`src/rtl/baud_tick_pkg.sv`:
```
package baud_tick_pkg;

  // Nearest-integer division, halves rounded up.
  function automatic int unsigned round_div(int unsigned num, int unsigned den);
    return (2 * num + den) / (2 * den);
  endfunction

  // Counter width able to hold 0 .. div-1, never below one bit.
  function automatic int unsigned cnt_width(int unsigned div);
    return (div > 2) ? $clog2(div) : 1;
  endfunction

endpackage

```
`src/rtl/tick_divider.sv`:
```
module tick_divider #(
  parameter int unsigned DIV = 4
) (
  input  logic clk,
  input  logic rst,
  input  logic restart,
  output logic wrap_o,
  output logic tick_o
);
  import baud_tick_pkg::*;

  localparam int unsigned W = cnt_width(DIV);
  localparam logic [W-1:0] LAST = W'(DIV - 1);

  logic [W-1:0] count_q;

  assign wrap_o = (count_q == LAST);

  // A restart request and a natural wrap both reload zero and emit a strobe.
  always_ff @(posedge clk) begin
    if (rst) begin
      count_q <= '0;
      tick_o  <= 1'b0;
    end else begin
      tick_o <= wrap_o | restart;
      if (wrap_o || restart) count_q <= '0;
      else                   count_q <= count_q + 1'b1;
    end
  end

endmodule

```
`src/rtl/baud_os_tick_gen.sv`:
```
module baud_os_tick_gen #(
  parameter int unsigned CLK_HZ    = 50_000_000,
  parameter int unsigned BAUD_RATE = 19200,
  parameter int unsigned OSR       = 16
) (
  input  logic clk,
  input  logic rst,
  output logic baud_tick,
  output logic os_tick
);
  import baud_tick_pkg::*;

  localparam int unsigned BAUD_DIV = round_div(CLK_HZ, BAUD_RATE);
  localparam int unsigned OS_DIV   = round_div(CLK_HZ, BAUD_RATE * OSR);

  logic baud_wrap;
  logic os_wrap_unused;

  tick_divider #(.DIV(BAUD_DIV)) u_baud_div (
    .clk     (clk),
    .rst     (rst),
    .restart (1'b0),
    .wrap_o  (baud_wrap),
    .tick_o  (baud_tick)
  );

  // Oversample divider is slaved to the baud boundary.
  tick_divider #(.DIV(OS_DIV)) u_os_div (
    .clk     (clk),
    .rst     (rst),
    .restart (baud_wrap),
    .wrap_o  (os_wrap_unused),
    .tick_o  (os_tick)
  );

endmodule

```
`config.mk`:
```
export PLATFORM = sky130hd
export DESIGN_NAME = baud_os_tick_gen
export DESIGN_NICKNAME = d
export VERILOG_FILES = /design/src/rtl/baud_tick_pkg.sv /design/src/rtl/tick_divider.sv /design/src/rtl/baud_os_tick_gen.sv
export SDC_FILE = /design/constraint.sdc
export NUM_CORES = 1
export LEC_CHECK = 0
export ABC_AREA = 1
export BUFFER_PORTS_ARGS = -buffer_cell sky130_fd_sc_hd__buf_2
export CAP_MARGIN = 30
export CORE_MARGIN = 2
export CORE_UTILIZATION = 40
export DETAILED_ROUTE_END_ITERATION = 12
export GPL_TIMING_DRIVEN = 0
export SLEW_MARGIN = 0
export SYNTH_ARGS = -nofsm -noshare
export SYNTH_HDL_FRONTEND = slang
export SYNTH_SLANG_ARGS = --single-unit
```
`constraint.sdc`:
```
create_clock -name clk -period 2.75 [get_ports clk]
set_clock_uncertainty 0.15 [all_clocks]
set_input_delay 0.1375 -clock clk [delete_from_list [all_inputs] [get_ports clk]]
set_output_delay 0.1375 -clock clk [all_outputs]
set_load 0.05 [all_outputs]
```
==> flow_metrics.tcl, run 1 <==
set metrics [dict create \
    status "finished, final reports clean" \
    min-delay-start "u_os_div.count_q[0]$_SDFF_PP0_" \
    r2r-start "u_baud_div.count_q[0]$_SDFF_PP0_" \
    worst-r2r-setup-slack_ps 1280 \
    final_util_pct 46.50 \
    crit_arrival_ps 1540 \
    crit_fanout 10 \
    cts_buffer_depth 2 \
    start_util_pct 41.77 \
    yosysWarnings 0 \
    power_leakage_nw 0.4112 \
    cts.sinks 22 \
    intPower_uw 484.9 \
    worstRegToRegCells 7 \
    root_buffer "clkbuf_4" \
    post-synth-top-count-cell "nor2_1" \
    area_delta_synth_final_pct 11.33 \
    cpMostUsedCell "nand2_2" \
    grt.total_usage_pct 12.81 \
    drt_iter0_drc 20 \
    maxSlewHeadroom_pct 83.37 \
    period_minus_slack_ps 1472 \
    start_kind "flip-flop" \
    grt_overflow 0 \
    vias 784 \
    fmax_mhz 679.2 \
    die-area_um2 2959 \
    die_w_um 54.40 \
    drt_wl_total_um 1564 \
    rows 18 \
    p_comb_share_pct 4.4 \
    tightestPinTransition_ps 249.2 \
    cts_buffers 3 \
    setup_viol 0 \
    syn_area_per_cell_um2 7.756 \
    yosysUniqueCellTypes 20 \
    p_total_uw 605.7 \
    power.switching_uw 120.8 \
    post-place-ws_ps 1277 \
    gp_congestion 0.7961 \
    endpoint_kind "flip-flop" \
    place_area_um2 1069 \
    final_area_um2 1131 \
    postLayoutSetupSlackWorst_ps 1278 \
    hold_class "flip-flop to flip-flop" \
    share_seq_of_total_power_pct 54.9 \
    syn_inst 131 \
    synth-edff-count 0 \
    hpwl_um 1192 \
    syn-cell-area_um2 1016 \
    remaining_drc_errors 0 \
    stdcell_count 169 \
    antenna_found_initial 0 \
    grt_pass1_wl_um 2760 \
    synth-main-ff-cell "dfxtp_1" \
    drive_gt1_share_pct 17.27 \
    cpPeakStageDelay_ps 390 \
    grt_pass1_vias 704 \
    hold_depth 1 \
    max_cap_viol_count 0 \
    powerDensity_nw_per_um2 535.5 \
    crit_chain "ha_1 -> nand2_2 -> nor2_2 -> nand3_4 -> nand2_2 -> buf_6 -> nor2_1" \
    nets 145 \
    cts_resized 0 \
    synthesis.nets 136 \
    placement.io_buffers 3 \
    slew_violations 0 \
    clockPowerShare_pct 40.7 \
    holdWs_ps 329.1 \
    ant_nets 0 \
    synth-async-reset-ratio_pct 0 \
    dieHeight_um 54.40 \
    slowest_stage "dfxtp_1" \
    core_um2 2432 \
    peakVddDrop_mv 0.3533 \
    r2r_end "u_baud_div.count_q[5]$_SDFF_PP0_" \
    tritoncts "done" \
    period_share_pct 53.54 \
    path_class "flip-flop to flip-flop" \
    diodes 0 \
    viasPerCell 4.639 \
    dp_cells 164 \
    sw_frac_of_total_pct 19.94 \
    htreeDepth 1 \
    ios 4 \
    required_ps 2810 \
    synth_commonest_cells "27 x nor2_1, 26 x nand2_1, 22 x dfxtp_1" \
    synthTopCellsByArea "dfxtp_1 43%, nor2_1 10%, nand2_1 9.6%" \
    synth_seq_cells 22 \
    post_drt_wl_per_cell_um 9.254 \
    timing_hold_violations_final 0 \
    drtPass1Iterations 4 \
    ys_seq_area_share_pct 43.35 \
    rsz0062_at_grt "false" \
    insertion_delay_ps 300 \
    netlist.area_leader.share_pct 43.35 \
    cts.clk_slew.worst_paths_ps 130 \
    fin_tns_setup_ps 0 \
    grt_max_degree 14 \
    hold_end "u_os_div.count_q[0]$_SDFF_PP0_" \
    yosysTopAreaCell "dfxtp_1" \
]
==> cell usage in the layout (no fill, tap or decap) <==
cell	instances
inv_1	11
clkbuf_4	3
buf_2	3
nand3b_1	1
a21oi_2	3
nand2_2	2
buf_6	1
dlygate4sd3_1	1
nand2_1	26
nand3_1	10
bufinv_16	1
nand3_4	1
nor2_1	27
xor2_1	7
or2_2	1
dfxtp_1	22
a21oi_1	3
nor2_2	5
nand4_1	2
nand3_2	1
nor2_4	1
xnor2_1	2
ha_1	3
inv_2	2
==> power groups by stage <==
stage               clock network, mW  registers (mW)  logic (mW)
CTS                             0.253           0.333      0.0271
global placement                    0           0.340      0.0248
detailed placement                  0           0.340      0.0259
floorplan                           0           0.339      0.0205
global route                    0.266           0.334      0.0312
finish                          0.247           0.333      0.0266
==> layout make-up <==
class | instances | area (µm²)
Fill cell | 249 | 1301
Timing Repair Buffer | 4 | 25.02
Multi-Input combinational cell | 95 | 515.5
Tap cell | 30 | 37.54
Clock buffer | 3 | 22.52
Clock inverter | 1 | 30.03
Inverter | 13 | 48.80
Buffer | 1 | 11.26
Sequential cell | 22 | 440.4
==> critical path: cells and delay by family (launching register included) <==
kind	cells	cell delay, ps
AND/OR/NAND/NOR	5	450
flip-flops	1	390
adder cells (fa/ha/maj)	1	220
buffers and inverters	1	150
==> repair_timing <==
item                      CTS  global route
setup buffers               0             0
hold buffers                1             0
hold endpoints to repair    3             0
==> layer usage <==
| metal | GRT usage (%) | routed length, µm |
|---|---|---|
| met1 | 16.25 | 840 |
| met2 | 20.08 | 659 |
| met4 | 5.000 | 15 |
| met3 | 4.098 | 48 |
| met5 | 0 | 0 |
==> flip-flops by register name (all words and copies together) (netlist names) <==
signal	flops
u_baud_div.count_q	12
u_os_div.count_q	8
u_baud_div.tick_o	1
u_os_div.tick_o	1
==> worst max-delay path by stage <==
stage / startpoint / end / slack, ps / cells after the start
5_1_grt: u_baud_div.count_q[0]$_SDFF_PP0_ / u_baud_div.count_q[6]$_SDFF_PP0_ / 1140 / 7
3_3_place_gp: u_baud_div.count_q[0]$_SDFF_PP0_ / u_baud_div.count_q[5]$_SDFF_PP0_ / 1310 / 7
4_1_cts: u_baud_div.count_q[0]$_SDFF_PP0_ / u_baud_div.count_q[3]$_SDFF_PP0_ / 1260 / 7
2_1_floorplan: u_baud_div.count_q[0]$_SDFF_PP0_ / u_baud_div.count_q[5]$_SDFF_PP0_ / 1410 / 7
3_5_place_dp: u_baud_div.count_q[0]$_SDFF_PP0_ / u_baud_div.count_q[6]$_SDFF_PP0_ / 1280 / 7
6_report: u_baud_div.count_q[0]$_SDFF_PP0_ / u_baud_div.count_q[5]$_SDFF_PP0_ / 1280 / 7
==> cell families (layout without fill, tap and decap cells) <==
| kind of cell | Yosys count | after routing | synth area share, % |
|---|---|---|---|
| simple gates | 77 | 77 | 35.22 |
| xor+xnor | 9 | 9 | 7.759 |
| flops | 22 | 22 | 43.35 |
| buf+inv | 14 | 22 | 5.912 |
| fa+ha+maj | 3 | 3 | 3.695 |
| compound gates | 6 | 6 | 4.064 |
Note: power is estimated with default switching activity, not from simulation.
==> run 2, diff against run 1 <==
--- a/config.mk
+++ b/config.mk
@@ -5,7 +5,7 @@
 export SDC_FILE = /design/constraint.sdc
 export NUM_CORES = 1
 export LEC_CHECK = 0
-export ABC_AREA = 1
+export ABC_AREA = 0
 export BUFFER_PORTS_ARGS = -buffer_cell sky130_fd_sc_hd__buf_2
 export CAP_MARGIN = 30
 export CORE_MARGIN = 2
==> constraint.sdc (replaced) <==
create_clock -name clk -period 1.5 [get_ports clk]
set_clock_uncertainty 0.15 [all_clocks]
set_input_delay 0.075 -clock clk [delete_from_list [all_inputs] [get_ports clk]]
set_output_delay 0.075 -clock clk [all_outputs]
set_load 0.05 [all_outputs]
==> run 2 against run 1 <==
- the flow now finishes with violations (setup timing)
- non-clock buffer count increased by 5
- setup slack got worse by 1500 ps
- die area decreased by 9.9%
- hold slack got worse by 27 ps
- first-iteration DRC count decreased by 75%
- area after synthesis decreased by 11%
- critical path depth decreased by 2
- clock power increased by 6%
- largest power group unchanged
==> flow_metrics.tcl, run 2 <==
set metrics [dict create \
    cts.clk_slew.worst_paths_ps 120 \
    worst-r2r-setup-slack_ps -250 \
    largestRegisters "u_baud_div.count_q x12, u_os_div.count_q x8" \
    grt_overflow 0 \
    start_kind "flip-flop" \
    rsz0062_at_grt "true" \
    cts.sinks 22 \
    synth-main-ff-cell "dfxtp_1" \
    tightestPinTransition_ps 326.4 \
    htreeDepth 1 \
    max_cap_viol_count 0 \
    peakVddDrop_mv 0.6459 \
    crit_fanout 5 \
    timing_hold_violations_final 0 \
    insertion_delay_ps 300 \
    diodes 0 \
    root_buffer "clkbuf_4" \
    endpoint_kind "flip-flop" \
    ios 4 \
    drtPass1Iterations 4 \
    area_delta_synth_final_pct 18.21 \
    rows 17 \
    synthTopCellsByArea "dfxtp_1 49%, nor2_1 10%, xnor2_1 8.7%" \
    syn_inst 99 \
    slew_violations 0 \
    powerDensity_nw_per_um2 869.4 \
    post_drt_wl_per_cell_um 11.29 \
    crit_start "u_baud_div.count_q[7]$_SDFF_PP0_" \
    grt.total_usage_pct 13.87 \
    grt_pass1_vias 673 \
    final_area_um2 1072 \
    die-area_um2 2665 \
    fill_cells 222 \
    multi_input_area_um2 485.5 \
    period_share_pct 116.4 \
    largest_reg_flops 12 \
    drive_gt1_share_pct 25.23 \
    min-delay-start "u_baud_div.count_q[0]$_SDFF_PP0_" \
    drt_wl_total_um 1569 \
    post-place-ws_ps -274.1 \
    r2r-start "u_baud_div.count_q[7]$_SDFF_PP0_" \
    crit_arrival_ps 1800 \
    synth_seq_cells 22 \
    syn-cell-area_um2 907.1 \
    fin_tns_setup_ps -4679 \
    die_w_um 51.62 \
    viasPerCell 4.928 \
    place_area_um2 957.2 \
    synthesis.nets 104 \
    nets 118 \
    final_common_cell "dfxtp_1" \
    antenna_found_initial 0 \
    synth-edff-count 0 \
    yosysUniqueCellTypes 20 \
    post-synth-top-count-cell "nor2_1" \
    setup_viol 22 \
    power_leakage_nw 0.3873 \
    dieHeight_um 51.62 \
    yosysTopAreaCell "dfxtp_1" \
    start_util_pct 41.81 \
    vias 685 \
    remaining_drc_errors 0 \
    maxSlewHeadroom_pct 78.04 \
    postLayoutSetupSlackWorst_ps -246.7 \
    drt_iter0_drc 5 \
    core_um2 2170 \
    register_area_um2 444.2 \
    violations "setup timing" \
    syn_area_per_cell_um2 9.163 \
    yosysWarnings 0 \
    hold_class "flip-flop to flip-flop" \
    ant_nets 0 \
    gp_congestion 0.7736 \
    grt_pass1_wl_um 2684 \
    synth-async-reset-ratio_pct 0 \
    tritoncts "done" \
    grt_max_degree 12 \
    final_cell_mix "19 x dfxtp_1, 16 x nor2_1, 11 x nand3_1, 9 x xnor2_1, 9 x nor2_2" \
    status "finished, violations left" \
    cts_buffer_depth 2 \
    netlist.area_leader.share_pct 48.55 \
    cts_buffers 3 \
    placement.io_buffers 3 \
    holdWs_ps 302.5 \
    path_class "flip-flop to flip-flop" \
    required_ps 1560 \
    fmax_mhz 572.5 \
    hpwl_um 1027 \
    period_minus_slack_ps 1747 \
    synth_commonest_cells "25 x nor2_1, 22 x dfxtp_1, 11 x nand3_1" \
    regMostFlops "u_baud_div.count_q" \
    ys_seq_area_share_pct 48.55 \
]
-- run 2: cell families after synthesis --
logic type | count (synthesis) | synth area share (%)
and+or+nand+nor | 54 | 29.24
DFF | 22 | 48.55
xor gates and xnor gates | 16 | 15.45
buffers and inverters | 3 | 2.069
adders and majority gates | 3 | 4.138
AOI/OAI and AO/OA | 1 | 0.5512
-- run 2: worst paths after layout --
kind / endpoint / depth (start not counted)
max: u_baud_div.count_q[2]$_SDFF_PP0_ / 5
min: u_baud_div.count_q[0]$_SDFF_PP0_ / 1
max reg2reg: u_baud_div.count_q[2]$_SDFF_PP0_ / 5
min reg2reg: u_baud_div.count_q[0]$_SDFF_PP0_ / 1
-- run 2: report_power, final --
part / total [mW] / internal, mW / switching (mW)
registers: 0.616 / 0.598 / 0.0178
logic: 0.0544 / 0.0272 / 0.0272
clock network: 0.262 / 0.0937 / 0.168
total: 0.932 / 0.719 / 0.213
-- run 2: final cells by class --
type	instances	area share (%)
tap	28	3.267
clock buffer	3	2.100
timing repair buffer	9	6.184
buffer	1	1.050
multi-input combinational	74	45.27
inverter	2	0.7001
sequential	22	41.42
-- run 2: what timing repair did --
| item | CTS | global route |
|---|---|---|
| endpoints found under the setup margin | 22 | 22 |
| pin swaps | 17 | 1 |
| setup buffers | 4 | 0 |
| hold buffers | 1 | 0 |
| cloned | 1 | 0 |
| hold endpoints to repair | 3 | 0 |
| resized for setup | 8 | 9 |
-- run 2: stage by stage --
| stage | cells | power, mW | utilization (%) |
|---|---|---|---|
| global route | 139 | 0.9809 | 49.42 |
| CTS | 139 | 0.9406 | 48.44 |
| finish | 139 | 0.9322 | 49.42 |
| detailed placement | 130 | 0.6688 | 44.12 |
| floorplan | 99 | 0.6564 | - |
| global placement | 130 | 0.6683 | 44.12 |
-- run 2: routing by layer --
layer	vias up	global-route usage, %	wire length (µm)
met4	0	8.333	32
met3	4	5.747	45
met5	-	0	0
met1	320	14.16	704
met2	6	23.50	787
li1	355	-	-
-- run 2: worst max-delay path: stages, from the launching register on --
cell and delay, ps:
dfxtp_2 340, or4_1 510, or3_4 390, nand2_4 100, buf_6 130, nor2_1 40
==> run 3, diff against run 2 <==
--- a/config.mk
+++ b/config.mk
@@ -5,13 +5,15 @@
 export SDC_FILE = /design/constraint.sdc
 export NUM_CORES = 1
 export LEC_CHECK = 0
-export ABC_AREA = 0
+export ABC_AREA = 1
 export BUFFER_PORTS_ARGS = -buffer_cell sky130_fd_sc_hd__buf_2
 export CAP_MARGIN = 30
 export CORE_MARGIN = 2
 export CORE_UTILIZATION = 40
 export DETAILED_ROUTE_END_ITERATION = 12
 export GPL_TIMING_DRIVEN = 0
+export RECOVER_POWER = 50
+export SETUP_SLACK_MARGIN = 0.1
 export SLEW_MARGIN = 0
 export SYNTH_ARGS = -nofsm -noshare
 export SYNTH_HDL_FRONTEND = slang
==> run 3 against run 2 <==
- the run now ends clean
- via count rose by 19%
- die area rose by 11%
- flip-flop and latch count did not move
- highest routed layer unchanged
- maximum frequency rose by 32%
- setup slack improved by 420 ps
- cell count rose by 25%
- wire length rose by 8.2%
- register-to-register slack improved by 420 ps
- clock power rose by 73%
- combinational power rose by 25%
==> flow_metrics.tcl, run 3 (same netlist as run 1, synthesis figures left out) <==
set metrics [dict create \
    status "finished, final reports clean" \
    maxSlewHeadroom_pct 60.63 \
    drt_wl_total_um 1698 \
    dieHeight_um 54.40 \
    share_seq_of_total_power_pct 54.0 \
    drive_gt1_share_pct 22.22 \
    grt.total_usage_pct 13.25 \
    start_kind "flip-flop" \
    antenna_found_initial 0 \
    drtPass1Iterations 4 \
    sw_frac_of_total_pct 20.39 \
    viasPerCell 4.690 \
    post_drt_wl_per_cell_um 9.759 \
    ant_nets 0 \
    post-place-ws_ps 27.29 \
    cts_buffer_depth 2 \
    slowest_stage "dfxtp_2" \
    fin_tns_setup_ps 0 \
    crit_chain "ha_4 -> nand2_4 -> nor2_4 -> nand3_4 -> nand2_4 -> buf_6 -> nor2_1" \
    max_cap_viol_count 0 \
    grt_pass1_vias 711 \
    vias 816 \
    grt_overflow 0 \
    drt_iter0_drc 19 \
    place_area_um2 1069 \
    area_delta_synth_final_pct 19.21 \
    cts.clk_slew.worst_paths_ps 130 \
    setup_viol 0 \
    ios 4 \
    final_cell_mix "27 x nor2_1, 26 x nand2_1, 19 x dfxtp_1, 11 x inv_1, 9 x nand3_1" \
    final_area_um2 1211 \
    root_buffer "clkbuf_4" \
    peakVddDrop_mv 0.5690 \
    cts_buffers 3 \
    slew_violations 0 \
    intPower_uw 903.8 \
    p_comb_share_pct 6.0 \
    fmax_mhz 753.2 \
    nets 150 \
    placement.io_buffers 3 \
    power_leakage_nw 0.4302 \
    grt_max_degree 14 \
    rows 18 \
    crit_arrival_ps 1400 \
    largestRegisters "u_baud_div.count_q x12, u_os_div.count_q x8" \
    cpMostUsedCell "nand2_4" \
    crit_fanout 5 \
    final_common_cell "nor2_1" \
    required_ps 1570 \
    die_w_um 54.40 \
    worst-r2r-setup-slack_ps 170 \
    period_minus_slack_ps 1328 \
    largest_reg_flops 12 \
    grt_pass1_wl_um 2835 \
    p_total_mw 1.135 \
    endpoint_kind "flip-flop" \
    die-area_um2 2959 \
    tritoncts "done" \
    remaining_drc_errors 0 \
    power.switching_uw 231.5 \
    tightestPinTransition_ps 593.0 \
    hpwl_um 1192 \
    diodes 0 \
    timing_hold_violations_final 0 \
    regMostFlops "u_baud_div.count_q" \
    cts.sinks 22 \
    core_um2 2432 \
    rsz0062_at_grt "false" \
    insertion_delay_ps 310 \
    gp_congestion 0.7961 \
    clockPowerShare_pct 40.0 \
    cpPeakStageDelay_ps 380 \
    hold_class "flip-flop to flip-flop" \
    htreeDepth 1 \
    path_class "flip-flop to flip-flop" \
    postLayoutSetupSlackWorst_ps 172.3 \
    period_share_pct 88.52 \
    powerDensity_nw_per_um2 937.3 \
    start_util_pct 41.77 \
]
## run 3: changes by cell type in the layout (fill, tap and decap cells not counted), sizes merged, moves of 3 or more
cell | previous run | this run
nand2 | 5 | 28
inv | 2 | 13
nor2 | 25 | 33
xnor2 | 9 | 2
a21oi | 1 | 6
and3 | 3 | 0
## run 3: what timing repair did
item / 4_1_cts / 5_1_grt
endpoints found under the hold margin: 4 / 0
gates resized for setup: 6 / 6
endpoints found under the setup margin: 15 / 19
hold buffers: 1 / 0
cloned: 1 / 0
setup buffers: 1 / 3
pin swaps: 0 / 2
## run 3: metrics by stage
| step | hold WS (ps) | util, % | cells |
|---|---|---|---|
| after floorplan | -5.934 | - | 131 |
| after global placement | 115.4 | 43.93 | 164 |
| after detailed placement | 118.8 | 43.93 | 164 |
| after CTS | 317.5 | 47.74 | 171 |
| after global routing | 323.7 | 49.79 | 174 |
| final | 288.7 | 49.79 | 174 |
## run 3: worst paths after layout
path,cells past startpoint,to,from
hold / removal,1,u_os_div.count_q[0]$_SDFF_PP0_,u_os_div.count_q[0]$_SDFF_PP0_
setup reg to reg,7,u_baud_div.count_q[4]$_SDFF_PP0_,u_baud_div.count_q[0]$_SDFF_PP0_
setup / recovery,7,u_baud_div.count_q[4]$_SDFF_PP0_,u_baud_div.count_q[0]$_SDFF_PP0_
hold reg to reg,1,u_os_div.count_q[0]$_SDFF_PP0_,u_os_div.count_q[0]$_SDFF_PP0_
## run 3: power by group through the flow
stage	Clock (mW)	Sequential, mW	Combinational, mW
final	0.454	0.613	0.0682
after global routing	0.490	0.616	0.0781
after CTS	0.464	0.610	0.0582
after detailed placement	0	0.623	0.0475
after global placement	0	0.623	0.0454
after floorplan	0	0.621	0.0375
## run 3: critical path, delay by kind of cell (launching register included)
family,cells,cell delay [ps]
buffers and inverters,1,130
adders and majority gates,1,160
DFF,1,380
and+or+nand+nor,5,420
## run 3: layout make-up
class / count / area, µm²
fill: 240 / 1221
multi-input combinational: 95 / 553.0
sequential: 22 / 444.2
timing repair buffer: 9 / 63.81
inverter: 13 / 48.80
tap: 30 / 37.54
clock inverter: 1 / 30.03
clock buffer: 3 / 22.52
buffer: 1 / 11.26
## run 3: metal layers
layer | track usage (%) | part of all wire [%]
met4 | 5.000 | 0.88
met5 | 0 | 0
met1 | 16.69 | 52
met2 | 21.08 | 43
met3 | 4.098 | 3.8
